**config.mk**
```make
export PLATFORM = sky130hd
export DESIGN_NAME = fine_pwm_ctrl
export DESIGN_NICKNAME = d
export VERILOG_FILES = /design/src/rtl/fine_pwm_pkg.sv /design/src/rtl/fpwm_sync.sv /design/src/rtl/fpwm_coarse.sv /design/src/rtl/fpwm_setdly.sv /design/src/rtl/fpwm_bridge.sv /design/src/rtl/fine_pwm_ctrl.sv
export SDC_FILE = /design/constraint.sdc
export NUM_CORES = 1
export LEC_CHECK = 0
export ABC_CLOCK_PERIOD_IN_PS = 1900
export BUFFER_PORTS_ARGS = -buffer_cell sky130_fd_sc_hd__buf_2
export CORE_UTILIZATION = 40
export DETAILED_ROUTE_END_ITERATION = 8
export PLACE_DENSITY = 0.74
export SETUP_SLACK_MARGIN = 0.15
export SLEW_MARGIN = 20
export SYNTH_ARGS = -nofsm -noshare
export SYNTH_HDL_FRONTEND = slang
export SYNTH_SLANG_ARGS = --single-unit
```
**constraint.sdc**
```tcl
create_clock -name clk -period 1.9 [get_ports clk]
set_input_delay 0.19 -clock clk [delete_from_list [all_inputs] [get_ports clk]]
set_output_delay 0.19 -clock clk [all_outputs]
set_load 0.02 [all_outputs]
```
**src/rtl/fine_pwm_pkg.sv**
```systemverilog
package fine_pwm_pkg;
  typedef enum logic {
    DRV_SINGLE = 1'b0,
    DRV_BRIDGE = 1'b1
  } drv_mode_e;
endpackage

```
**src/rtl/fpwm_sync.sv**
```systemverilog
module fpwm_sync #(
  parameter int STAGES = 2
) (
  input  logic clk,
  input  logic rst,
  input  logic din,
  output logic rise_p
);
  logic [STAGES-1:0] chain;
  logic              last;

  always_ff @(posedge clk) begin
    if (rst) begin
      chain <= '0;
      last  <= 1'b0;
    end else begin
      chain <= {chain[STAGES-2:0], din};
      last  <= chain[STAGES-1];
    end
  end

  assign rise_p = chain[STAGES-1] & ~last;
endmodule

```
**src/rtl/fpwm_coarse.sv**
```systemverilog
module fpwm_coarse #(
  parameter int W = 13
) (
  input  logic         clk,
  input  logic         rst,
  input  logic         load,
  input  logic [W-1:0] value,
  output logic         trig
);
  logic [W-1:0] cnt;
  logic         run;

  always_ff @(posedge clk) begin
    if (rst) begin
      cnt  <= '0;
      run  <= 1'b0;
      trig <= 1'b0;
    end else if (load) begin
      cnt  <= value;
      run  <= 1'b1;
      trig <= 1'b0;
    end else if (run) begin
      if (cnt == '0) begin
        trig <= 1'b1;
        run  <= 1'b0;
      end else begin
        cnt  <= cnt - 1'b1;
        trig <= 1'b0;
      end
    end else begin
      trig <= 1'b0;
    end
  end
endmodule

```
**src/rtl/fpwm_setdly.sv**
```systemverilog
module fpwm_setdly #(
  parameter int SEL_W = 2
) (
  input  logic             clk,
  input  logic             rst,
  input  logic             start_p,
  input  logic [SEL_W-1:0] sel,
  output logic             set_p
);
  localparam int NTAP  = 1 << SEL_W;
  localparam int DEPTH = 2 * NTAP - 1;

  logic [DEPTH-1:0] sreg;
  logic [NTAP-1:0]  taps;

  always_ff @(posedge clk) begin
    if (rst) sreg <= '0;
    else     sreg <= {sreg[DEPTH-2:0], start_p};
  end

  for (genvar j = 0; j < NTAP; j++) begin : g_tap
    assign taps[j] = sreg[2*j];
  end

  assign set_p = taps[sel];
endmodule

```
**src/rtl/fpwm_bridge.sv**
```systemverilog
module fpwm_bridge
  import fine_pwm_pkg::*;
(
  input  logic      clk,
  input  logic      rst,
  input  logic      pwm,
  input  drv_mode_e mode,
  input  logic      pol,
  output logic      leg_a,
  output logic      leg_b,
  output logic      leg_c,
  output logic      leg_d
);
  always_ff @(posedge clk) begin
    if (rst) begin
      leg_a <= 1'b0;
      leg_b <= 1'b0;
      leg_c <= 1'b0;
      leg_d <= 1'b0;
    end else begin
      leg_a <= 1'b0;
      leg_b <= 1'b0;
      leg_c <= 1'b0;
      leg_d <= 1'b0;
      if (mode == DRV_SINGLE) begin
        leg_a <= pwm;
      end else if (!pol) begin
        leg_a <= pwm;
        leg_d <= pwm;
      end else begin
        leg_b <= pwm;
        leg_c <= pwm;
      end
    end
  end
endmodule

```
**src/rtl/fine_pwm_ctrl.sv**
```systemverilog
module fine_pwm_ctrl
  import fine_pwm_pkg::*;
#(
  parameter int COARSE_W    = 13,
  parameter int FINE_W      = 8,
  parameter int OFFSET_W    = 2,
  parameter int SYNC_STAGES = 2
) (
  input  logic                clk,
  input  logic                rst,
  input  logic                start_req,
  input  logic [COARSE_W-1:0] coarse_width,
  input  logic [FINE_W-1:0]   fine_width,
  input  logic [OFFSET_W-1:0] offset_sel,
  input  logic                mode_bipolar,
  input  logic                polarity,
  input  logic                dly_ret,
  output logic                dly_trig,
  output logic [FINE_W-1:0]   fine_code,
  output logic                drv_a,
  output logic                drv_b,
  output logic                drv_c,
  output logic                drv_d
);
  logic                start_p;
  logic                set_p;
  logic                ret_q;
  logic                ret_rise;
  logic                pwm_q;
  logic [FINE_W-1:0]   fine_q;
  logic [OFFSET_W-1:0] off_q;
  drv_mode_e           mode_q;
  logic                pol_q;

  fpwm_sync #(.STAGES(SYNC_STAGES)) u_sync (
    .clk(clk), .rst(rst), .din(start_req), .rise_p(start_p)
  );

  // Shadow registers: loaded only when a period begins.
  always_ff @(posedge clk) begin
    if (rst) begin
      fine_q <= '0;
      off_q  <= '0;
      mode_q <= DRV_SINGLE;
      pol_q  <= 1'b0;
    end else if (start_p) begin
      fine_q <= fine_width;
      off_q  <= offset_sel;
      mode_q <= drv_mode_e'(mode_bipolar);
      pol_q  <= polarity;
    end
  end

  assign fine_code = fine_q;

  fpwm_coarse #(.W(COARSE_W)) u_coarse (
    .clk(clk), .rst(rst), .load(start_p), .value(coarse_width), .trig(dly_trig)
  );

  fpwm_setdly #(.SEL_W(OFFSET_W)) u_setdly (
    .clk(clk), .rst(rst), .start_p(start_p), .sel(off_q), .set_p(set_p)
  );

  always_ff @(posedge clk) begin
    if (rst) ret_q <= 1'b0;
    else     ret_q <= dly_ret;
  end

  assign ret_rise = dly_ret & ~ret_q;

  // Priority: new start, then returned edge, then delayed set.
  always_ff @(posedge clk) begin
    if (rst)           pwm_q <= 1'b0;
    else if (start_p)  pwm_q <= 1'b0;
    else if (ret_rise) pwm_q <= 1'b0;
    else if (set_p)    pwm_q <= 1'b1;
  end

  fpwm_bridge u_bridge (
    .clk(clk), .rst(rst), .pwm(pwm_q), .mode(mode_q), .pol(pol_q),
    .leg_a(drv_a), .leg_b(drv_b), .leg_c(drv_c), .leg_d(drv_d)
  );
endmodule

```
== After elaboration in Yosys (flattened, before gate mapping) ==
Cells that the tools add are included.
Word-level totals
  register bits: 42
  latch bits: 0
  bits in writable memories: 0
  ROM bits: 0
  bits of input ports: 29
  output and inout port bits: 13
  logic and storage cells: 43
  memories kept: 0
Operators by class
  add/sub/neg operators: 1
  $mul: 0
  divide/modulo/power cells: 0
  $lt $le $gt $ge: 1
  eq/ne operators: 1
  shift operators: 0
  multiplexer cells: 11
  bitwise operators: 7
  reductions and logical operators: 7
Operators with widths (number)
  $mux 13: 3
  $logic_not 13->1: 1
  $sub 13x1->13 const B: 1
  $reduce_or 3->1: 3
  $mux 1: 7
  $not 1->1: 5
  $lt 2x3->1 const B: 1
  $and 1x1->1: 2
  $bmux 1 s2: 1
  $ne 2x1->1 const B: 1
  $reduce_and 2->1: 1
  $reduce_bool 2->1: 1
  $reduce_or 2->1: 1

== Depth between registers and ports, before layout ==
Gate-level depths: netlist of the first run.
  depth after elaboration: 4
  gate-level depth with buffers: 7
  mapped depth without buffers: 6

== Cells and area by module ==
A second synthesis of the first run with hierarchy kept.
Unflattened totals
  cell total of the unflattened synthesis: 190
  area, all modules: 1863.0 um^2
Modules (own cells, without submodules)
  fpwm_coarse: instances 1, cells an instance 114, area an instance 965.9 um^2, seq. area each 300.3 um^2
  fine_pwm_ctrl: instances 1, cells an instance 45, area an instance 496.7 um^2, seq. area each 280.3 um^2
  fpwm_setdly: instances 1, cells an instance 15, area an instance 206.4 um^2, seq. area each 140.1 um^2
  fpwm_bridge: instances 1, cells an instance 9, area an instance 106.4 um^2, seq. area each 60.1 um^2
  fpwm_sync: instances 1, cells an instance 7, area an instance 87.6 um^2, seq. area each 60.1 um^2

== Least setup slack after synthesis of the first run ==
OpenSTA, ideal clock, no wires.
  kind: reg-to-reg
  from: reg u_coarse.cnt[2]
  to: reg u_coarse.cnt[9]
  library setup time: 0.088 ns
  data arrival time: 1.646 ns
  required time: 1.812 ns
  path slack: 0.166 ns
  cell stages (with the launch flop): 5
  buffers on the path: 0
  path through: dfxtp_1 nor4_4 o211ai_4 or4_4 a311oi_2
Between the ends
  longest elaborated chain between the ends: 4
Ends and longest elaborated chain
  start, declared: RTL line fpwm_coarse.sv:10  | logic [W-1:0] cnt;
  start signal, assigned: RTL line fpwm_coarse.sv:19  | cnt <= value;
  start signal, assigned: RTL line fpwm_coarse.sv:27  | cnt <= cnt - 1'b1;
  $sub 13x1->13: RTL line fpwm_coarse.sv:27
  $mux 13: RTL line fpwm_coarse.sv:23  | if (cnt == '0) begin
  $mux 13: RTL line fpwm_coarse.sv:22  | end else if (run) begin
  $mux 13: RTL line fpwm_coarse.sv:18  | end else if (load) begin
Parallel ways exist; a longest one is shown, timed or not. The select of a mux whose other input is x is not followed.
A chain may end at the register's enable or synchronous reset.

== Worst setup path after layout of the first run ==
  from: reg u_coarse.cnt[8]
  to: reg u_coarse.cnt[9]
Same word-level chain as after synthesis.

==> metrics.txt, run 1 <==
status=finished clean; worst-margin pin slew=approximately 0.74 ns; Lkg Pwr=roughly 0.85 nW; Reg clk slew, reported paths=0.09 ns; gpl congestion=0.8222; Tmin final=roughly 1.7 ns; filler instances=between 400 and 500; Die H=just under 70 um; fin nets=roughly 270; Final Slew Violations=0; Row Count=23; Startpoint Class=register; Syn Inst Count=between 150 and 200; worst skew pair latency=0.30 ns; largest net degree at the start of global routing=40; Worst Setup Path Type=reg2reg; CTS Buffer Depth=2; worst hold path type=in2reg; Clock Sinks=42; Synth warnings=0; antenna violations before repair=0; Place WS=~0.12 ns; Sum Neg Setup Slack=0 ns; CTS Hold Bufs=0; CTS tree=built; Setup WS post-layout=approximately 0.21 ns; worst-path maximum fanout=8; Detailed Route Iter0 Violations=just over 80; synthesis-to-finish area growth=20.42%; Peak supply drop=~0.38 mV; RSZ-0062 raised after global routing=no; clock root buffer=clkbuf_8; via count of the first global-routing pass=1307; drt wl/cell=12.66 um; H-tree levels=2; IO buf count=just over 40; final wirelength=~3700 um; headroom to the max-slew limit=50.38%; routed vias/inst=approximately 5; Final setup viols=0; period utilization=about nine tenths; die width=~69 um; Fin Clk Skew=0.009873 ns; Pre-antenna DRT Iters=4; layout cells sized above 1=approximately 33%; DP Wirelength=between 2000 and 2500 um; Post-Syn Area=between 0.0015 and 0.002 mm^2; max cap viols=0; first-pass GRT wire length=around 5600 um; DRC=0; CP required=between 2 and 2.5 ns; syn_nets=225; Die Footprint=about 0.0047 mm^2; Max Fclk=about 0.59 GHz; core area=0.004144 mm^2; # IOs=between 40 and 50; crit path capture type=register; Starting Density=between 40% and 50%; crit path DAT=~1.9 ns; Netlist cell types=between 40 and 50; Diodes inserted=0; PD cells=roughly 880 mW/mm^2; Yosys reg bits=42; DR vias=1491; total track usage=around 16%; Routed Antenna Nets=0; syn_area_per_cell=just over 9 um^2; Hold Fails Final Rpt=0; part of the Yosys area used for sequential elements=a little under half; overflow left after global routing=0; total CTS buffers=5
==> layout make-up <==
type | instances | area [um^2] | share of cell area, %
inverter | 4 | 15.01 | 0.6993
sequential | 42 | 847.1 | 39.45
multi-input combinational | 136 | 849.6 | 39.57
timing repair buffer | 51 | 280.3 | 13.05
clock buffer | 5 | 68.82 | 3.205
clock inverter | 3 | 23.77 | 1.107
tap | 50 | 62.56 | 2.914
==> final timing paths <==
path	startpoint	endpoint	slack, ns	cells after the start
setup / recovery	u_coarse.cnt[8]$_SDFFE_PP0P_	u_coarse.cnt[9]$_SDFFE_PP0P_	0.21	4
hold / removal	start_req	u_sync.chain[0]$_SDFF_PP0_	0.09	2
setup reg to reg	u_coarse.cnt[8]$_SDFFE_PP0P_	u_coarse.cnt[9]$_SDFFE_PP0P_	0.21	4
hold reg to reg	u_sync.last$_SDFF_PP0_	u_setdly.sreg[0]$_SDFF_PP0_	0.42	1
==> cells in the mapped netlist, drive strengths merged <==
cell type	n	share of area, %
a2111oi	1	0.49
a211oi	2	0.84
a21oi	16	4.5
a311oi	6	3.3
a31oi	2	0.70
a41oi	1	0.49
and4	1	0.56
buf	2	1.1
clkbuf	10	4.4
dfxtp	42	47
ha	2	1.4
inv	4	0.84
mux4	1	1.3
nand2	35	7.4
nand2b	2	0.70
nand3	3	0.84
nor2	16	3.4
nor2b	13	4.6
nor3	4	1.1
nor3b	2	0.84
nor4	3	1.9
nor4b	1	0.49
o2111ai	1	0.49
o211a	1	0.56
o211ai	1	1.2
o21ai	3	0.84
o221ai	1	0.49
o311ai	2	0.98
o31a	1	0.56
o31ai	4	1.7
or2	1	0.35
or2b	1	0.49
or3	2	0.84
or3b	1	0.49
or4	5	2.4
xnor2	1	0.49
==> report_power, final <==
| group | total, mW | switching, mW | leakage, nW | internal, mW |
|---|---|---|---|---|
| sequential | 0.957 | 0.0369 | 0.344 | 0.920 |
| combinational | 0.321 | 0.166 | 0.461 | 0.154 |
| clock | 0.609 | 0.346 | 0.0408 | 0.263 |
| total | 1.89 | 0.549 | 0.845 | 1.34 |
==> through the flow <==
step | total power [mW] | std cells | utilization, % | hold WS, ns | instance area (um^2)
after floorplan | 1.181 | 194 | - | 0.2691 | 1783
after global placement | 1.268 | 281 | 48.61 | 0.4056 | 2014
after detailed placement | 1.275 | 281 | 48.61 | 0.4026 | 2014
after CTS | 1.884 | 290 | 51.09 | 0.08045 | 2117
after global routing | 1.984 | 291 | 51.81 | 0.08617 | 2147
final | 1.887 | 291 | 51.81 | 0.09106 | 2147
==> routing by layer <==
metal,vias up,routed length (um),global-route usage (%)
li1,776,-,-
met1,675,1850,21.49
met2,33,1594,24.63
met3,7,173,4.441
met4,0,65,7.653
met5,-,0,0
==> cell usage in the layout (no fill, tap or decap), types with 2 or more instances in the layout <==
cell,count
a211oi_1,2
a21oi_1,16
a311oi_1,4
a311oi_2,2
a31oi_1,2
buf_2,41
buf_4,10
clkbuf_8,5
clkinvlp_4,2
dfxtp_1,37
dfxtp_2,5
inv_1,4
nand2_1,35
nand2b_1,2
nand3_1,3
nor2_1,16
nor2b_1,13
nor3_1,4
nor3b_1,2
nor4_1,2
o21ai_0,2
o311ai_0,2
o31ai_1,4
or4_1,2
or4_4,2
==> sequential cells by signal (all words and copies together), names as in the netlist <==
name and count:
pwm_q 1, off_q 2, u_coarse.cnt 13, u_sync.chain 2, u_bridge.leg_a 1, u_coarse.run 1, u_bridge.leg_c 1, pol_q 1
mode_q 1, ret_q 1, u_sync.last 1, fine_code 8, u_coarse.trig 1, u_bridge.leg_d 1, u_setdly.sreg 7
==> cell families after synthesis <==
logic type | synth area share, %
AND/OR/NAND/NOR | 26.32
adder cells (fa/ha/maj) | 1.403
XOR/XNOR | 0.4913
multiplexers | 1.263
flip-flops | 47.16
AO/OA/AOI/OAI | 17.12
buffers and inverters | 6.245
==> critical path, stage by stage (launching register included) <==
cell and delay [ns]:
dfxtp_2 0.36, or4_4 0.57, o211ai_4 0.29, o31ai_1 0.13, a311oi_2 0.25
==> what timing repair did <==
action	CTS	global route
endpoints found under the setup margin	3	6
setup buffers	1	1
endpoints found under the hold margin	0	0
pin swaps	2	4
resized for setup	2	9
Note: power is estimated with default switching activity, not from simulation.
==> inputs of run 2 (changes only) <==
--- a/config.mk
+++ b/config.mk
@@ -10,6 +10,7 @@
 export CORE_UTILIZATION = 40
 export DETAILED_ROUTE_END_ITERATION = 8
 export PLACE_DENSITY = 0.74
+export REMOVE_ABC_BUFFERS = 1
 export SETUP_SLACK_MARGIN = 0.15
 export SLEW_MARGIN = 20
 export SYNTH_ARGS = -nofsm -noshare
==> run 2 against run 1 <==
  * Via count is 0.94% higher
  * First-iteration DRC count is 20% higher
  * Utilization is 0.94 points higher
  * Worst hold slack better by 0.0054 ns
  * Count of clock-buffer cells in the layout is 1 higher
  * Global-route usage is 0.37 points lower
  * Critical path type unchanged
  * Largest power group unchanged
==> metrics.txt, run 2 (synthesis gave the netlist of run 1 again) <==
r2r startpoint=u_coarse.cnt[8]$_SDFFE_PP0P_; antenna violations before repair=0 (unchanged); reg-to-reg endpoint=u_coarse.cnt[8]$_SDFFE_PP0P_; Tmin final=1.756 ns (+0.06721 ns); gpl congestion=0.7773 (-5.5%); Diodes inserted=0 (unchanged); Die H=68.77 um (unchanged); DR top layer=met4; total CTS buffers=5 (unchanged); routed vias/inst=5.190 (+1.3%); Final setup viols=0 (unchanged); Startpoint Class=register; DR vias=1505 (+0.94%); Clock Sinks=42 (unchanged); drt wl/cell=12.39 um (-2.1%); worst-path maximum fanout=8 (unchanged); metal3 WL=153 um (-12%); Reg area=850.8 um^2 (+0.44%); Place WS=0.1317 ns (+0.01516 ns); Sum Neg Setup Slack=0 ns (unchanged); Starting Density=43.03% (unchanged); placed cell count=280 (-0.36%); most frequent cells in the layout=41 x buf_2, 38 x dfxtp_1, 35 x nand2_1; status=finished clean; crit path capture type=register; synthesis-to-finish area growth=22.60%; via count of the first global-routing pass=1267 (-3.1%); filler instances=407 (-2.2%); Detailed Route Iter0 Violations=100 (+20%); period utilization=92.43% (+3.5 points); DP Wirelength=2393 um (-0.59%); Hold Crit Depth=2 (unchanged); CTS Buffer Depth=2 (unchanged); area of the multi-input gates=874.6 um^2 (+2.9%); FF-to-FF path depth=4 (unchanged); Row Count=23 (unchanged); worst skew pair latency=0.29 ns (about the same); fin nets=270 (-0.37%); H-tree levels=2 (unchanged); Largest Register=u_coarse.cnt; worst-margin pin slew=0.7242 ns (-0.02013 ns); core area=0.004144 mm^2 (unchanged); hold path startpoint=dly_ret; clock root buffer=clkbuf_8; Pre-antenna DRT Iters=4 (unchanged); IO buf count=41 (unchanged); Reg clk slew, reported paths=0.08 ns (about the same); Hold EP=pwm_q$_SDFFE_PP0P_; Peak supply drop=0.5348 mV (+41%); layout cells sized above 1=33.75% (+0.55 points); overflow left after global routing=0 (unchanged); largest net degree at the start of global routing=40 (unchanged); Worst Hold Slack=0.09650 ns (+0.005443 ns); Setup WS post-layout=0.1438 ns (-0.06721 ns); CP required=2.09 ns (-0.03 ns); Largest register FFs=13 (unchanged); CTS tree=built; DRC=0 (unchanged); Total Power=1.972 mW (+4.5%); Max Fclk=0.5694 GHz (-3.8%); Hold Fails Final Rpt=0 (unchanged); max cap viols=0 (unchanged); Routed Antenna Nets=0 (unchanged); headroom to the max-slew limit=51.72% (+1.3 points); met2 routed WL=1570 um (-1.5%); commonest non-fill, non-tap cell in the layout=buf_2; Die Footprint=0.004729 mm^2 (unchanged); crit path DAT=1.94 ns (+0.03 ns); total track usage=15.95% (-0.37 points); die width=68.77 um (unchanged); first-pass GRT wire length=5554 um (-1.5%); CTS Hold Bufs=0 (unchanged); r2r setup slk=0.14 ns (-0.07 ns); worst hold path type=in2reg; Fin Clk Skew=0.003234 ns (-0.006639 ns); Worst Setup Path Type=reg2reg; # IOs=42 (unchanged); PD cells=902.4 mW/mm^2 (+2.7%); wire length on met1=1802 um (-2.6%); Layout Cells excl Fill=290 (-0.34%); final wirelength=3593 um (-2.4%); Lkg Pwr=0.8593 nW (+1.6%); RSZ-0062 raised after global routing=yes; Final Slew Violations=0 (unchanged)
-- run 2: repair_timing --
action,CTS,global route
gates resized for setup,4,13
setup buffers,0,2
endpoints found under the setup margin,2,6
pin swaps,1,3
-- run 2: per-stage QoR --
step                      area, um^2  utilization [%]
after floorplan                 1687                -
after global placement          2007            48.43
after detailed placement        2007            48.43
after CTS                       2130            51.39
after global routing            2186            52.75
final                           2186            52.75
-- run 2: worst max-delay path, stage by stage (launching register included) --
cell and delay, ns:
dfxtp_2 0.35, or4_4 0.57, o211ai_4 0.27, o21ai_0 0.16, a311oi_2 0.31
-- run 2: worst max path at each step --
stage	startpoint	end	slack [ns]	cells past startpoint
floorplan	u_sync.last$_SDFF_PP0_	u_coarse.cnt[11]$_SDFFE_PP0P_	0.10	4
global placement	u_coarse.cnt[0]$_SDFFE_PP0P_	u_coarse.cnt[9]$_SDFFE_PP0P_	0.17	6
detailed placement	u_coarse.cnt[0]$_SDFFE_PP0P_	u_coarse.cnt[9]$_SDFFE_PP0P_	0.13	6
CTS	u_coarse.cnt[0]$_SDFFE_PP0P_	u_coarse.cnt[8]$_SDFFE_PP0P_	0.16	6
global route	u_coarse.cnt[8]$_SDFFE_PP0P_	u_coarse.cnt[8]$_SDFFE_PP0P_	0.08	4
finish	u_coarse.cnt[8]$_SDFFE_PP0P_	u_coarse.cnt[8]$_SDFFE_PP0P_	0.14	4
-- run 2: final cells by class --
cell class	count	share of cell area (%)
timing repair buffer	50	12.48
clock inverter	2	1.717
tap	50	2.862
multi-input combinational	136	40.01
inverter	4	0.6869
sequential	42	38.92
clock buffer	6	3.320
-- run 2: report_power, final --
| group | internal, mW | switching [mW] |
|---|---|---|
| clock network | 0.392 | 0.295 |
| logic | 0.158 | 0.167 |
| registers | 0.919 | 0.0408 |
| total | 1.47 | 0.503 |
-- run 2: metal layers --
metal	track usage, %	up-vias
met5	0	-
met4	6.633	0
met3	4.605	9
met2	23.65	45
met1	21.51	679
li1	-	772
==> inputs of run 3 (changes only) <==
--- a/config.mk
+++ b/config.mk
@@ -8,6 +8,7 @@
 export ABC_CLOCK_PERIOD_IN_PS = 1900
 export BUFFER_PORTS_ARGS = -buffer_cell sky130_fd_sc_hd__buf_2
 export CORE_UTILIZATION = 40
+export CTS_BUF_LIST = sky130_fd_sc_hd__clkbuf_8
 export DETAILED_ROUTE_END_ITERATION = 8
 export PLACE_DENSITY = 0.74
 export REMOVE_ABC_BUFFERS = 1
==> run 3 against run 2 <==
  * Combinational power barely moved
  * Non-clock buffer count did not move
  * Total power fell by 0.25%
  * Wire length did not move
  * Critical path depth did not move
  * Critical path type unchanged
  * Sequential power barely moved
  * Flip-flop and latch count did not move
  * Clock power fell by 0.7%
==> metrics.txt, run 3 (synthesis gave the netlist of run 1 again) <==
status=finished clean; Detailed Route Iter0 Violations=100 (unchanged); Worst Setup Path Type=reg2reg; via count of the first global-routing pass=1267 (unchanged); Reg clk slew, reported paths=0.08 ns (about the same); largest net degree at the start of global routing=40 (unchanged); total track usage=15.95% (unchanged); total CTS buffers=5 (unchanged); Die H=68.77 um (unchanged); PD cells=900.1 mW/mm^2 (-0.25%); Fin Clk Skew=0.003234 ns (-0.0000002800 ns); most frequent cells in the layout=41 x buf_2, 38 x dfxtp_1, 35 x nand2_1; DR vias=1505 (unchanged); internal power=1.464 mW (-0.37%); crit path capture type=register; Max Fclk=0.5694 GHz (about the same); routed vias/inst=5.190 (unchanged); worst skew pair latency=0.29 ns (about the same); worst-margin pin slew=0.7246 ns (+0.0004572 ns); Final setup viols=0 (unchanged); Critical Path Slowest Stage Cell=or4_4; Clk pwr share=34.7% (about the same); period utilization=92.43% (about the same); worst-path maximum fanout=8 (unchanged); hold path startpoint=dly_ret; CTS tree=built; Tmin final=1.756 ns (+0.000007000 ns); Largest register FFs=13 (unchanged); CP required=2.09 ns (about the same); Pre-antenna DRT Iters=4 (unchanged); Worst Path Buf+Inv=0 (unchanged); r2r startpoint=u_coarse.cnt[8]$_SDFFE_PP0P_; CTS Hold Bufs=0 (unchanged); Clock Sinks=42 (unchanged); Place WS=0.1317 ns (unchanged); Starting Density=43.03% (unchanged); H-tree levels=2 (unchanged); CTS Buffer Depth=2 (unchanged); Hold Fails Final Rpt=0 (unchanged); core area=0.004144 mm^2 (unchanged); drt wl/cell=12.39 um (unchanged); Hold Crit Depth=2 (unchanged); DRC=0 (unchanged); Routed Antenna Nets=0 (unchanged); share of total power in combinational logic=16.5% (about the same); first-pass GRT wire length=5554 um (unchanged); antenna violations before repair=0 (unchanged); gpl congestion=0.7773 (unchanged); Max stage delay on crit path=0.57 ns (about the same); Final Slew Violations=0 (unchanged); crit path DAT=1.94 ns (about the same); max cap viols=0 (unchanged); final wirelength=3593 um (unchanged); Largest Register=u_coarse.cnt; clock root buffer=clkbuf_8; FF-to-FF path depth=4 (unchanged); critical path depth=4 (unchanged); worst hold path type=in2reg; Sw Pwr=0.5039 mW (about the same); DP Wirelength=2393 um (unchanged); IO buf count=41 (unchanged); Row Count=23 (unchanged); Diodes inserted=0 (unchanged); die width=68.77 um (unchanged); Sw Ratio=25.61% (+0.088 points); Die Footprint=0.004729 mm^2 (unchanged); layout cells sized above 1=33.75% (unchanged); Lkg Pwr=0.8635 nW (+0.48%); RSZ-0062 raised after global routing=yes; Peak supply drop=0.5358 mV (+0.18%); synthesis-to-finish area growth=22.60% (unchanged); CP cell instances=or4_4 -> o211ai_4 -> o21ai_0 -> a311oi_2; r2r setup slk=0.14 ns (about the same); sequential share of power=48.8% (about the same); overflow left after global routing=0 (unchanged); commonest non-fill, non-tap cell in the layout=buf_2; Hold EP=pwm_q$_SDFFE_PP0P_; Sum Neg Setup Slack=0 ns (unchanged); # IOs=42 (unchanged); critical path's top delay family=compound AO/OA/AOI/OAI gates; Startpoint Class=register; Setup WS post-layout=0.1438 ns (-0.000007000 ns); headroom to the max-slew limit=51.69% (about the same); reg-to-reg endpoint=u_coarse.cnt[8]$_SDFFE_PP0P_; fin nets=270 (unchanged)
==> run 3: area by class of cell <==
cell class	instances	area, um^2
fillers	407	1958
multi-input cells	136	874.6
flip-flops and latches	42	850.8
repair buffers	50	272.8
clock buffers	5	68.82
well taps	50	62.56
clock inverters	3	41.29
inverters	4	15.01
==> run 3: per-stage QoR <==
stage / hold slack [ns] / utilization (%) / std cells / area [um^2] / power (mW)
global placement: 0.4010 / 48.43 / 280 / 2007 / 1.267
CTS: 0.09233 / 51.39 / 288 / 2130 / 1.956
finish: 0.09643 / 52.75 / 290 / 2186 / 1.968
detailed placement: 0.4024 / 48.43 / 280 / 2007 / 1.271
global route: 0.08936 / 52.75 / 290 / 2186 / 2.072
floorplan: 0.2579 / - / 182 / 1687 / 1.159
==> run 3: routing by layer <==
layer,up-vias,GRT usage [%],wire [um],share of wire [%]
met1,679,21.51,1802,50
li1,772,-,-,-
met2,45,23.65,1570,44
met3,9,4.605,153,4.3
met4,0,6.633,67,1.9
met5,-,0,0,0
==> run 3: how the worst max path moves through the flow <==
stage                                       startpoint                       endpoint  slack [ns]
after floorplan                 u_sync.last$_SDFF_PP0_  u_coarse.cnt[11]$_SDFFE_PP0P_        0.10
after global placement    u_coarse.cnt[0]$_SDFFE_PP0P_   u_coarse.cnt[9]$_SDFFE_PP0P_        0.17
after detailed placement  u_coarse.cnt[0]$_SDFFE_PP0P_   u_coarse.cnt[9]$_SDFFE_PP0P_        0.13
after CTS                 u_coarse.cnt[0]$_SDFFE_PP0P_   u_coarse.cnt[8]$_SDFFE_PP0P_        0.16
after global routing      u_coarse.cnt[8]$_SDFFE_PP0P_   u_coarse.cnt[8]$_SDFFE_PP0P_        0.08
final                     u_coarse.cnt[8]$_SDFFE_PP0P_   u_coarse.cnt[8]$_SDFFE_PP0P_        0.14
==> run 3: timing repair <==
action,in CTS,in global routing
pin swaps,1,3
gates resized for setup,4,13
setup buffers,0,2
endpoints found under the setup margin,2,6
==> run 3: power by group through the flow <==
| stage | Clock [mW] | Sequential, mW | Combinational [mW] |
|---|---|---|---|
| floorplan | 0 | 0.976 | 0.183 |
| global placement | 0 | 0.976 | 0.291 |
| detailed placement | 0 | 0.976 | 0.295 |
| CTS | 0.698 | 0.957 | 0.301 |
| global route | 0.746 | 0.966 | 0.360 |
| finish | 0.682 | 0.960 | 0.325 |
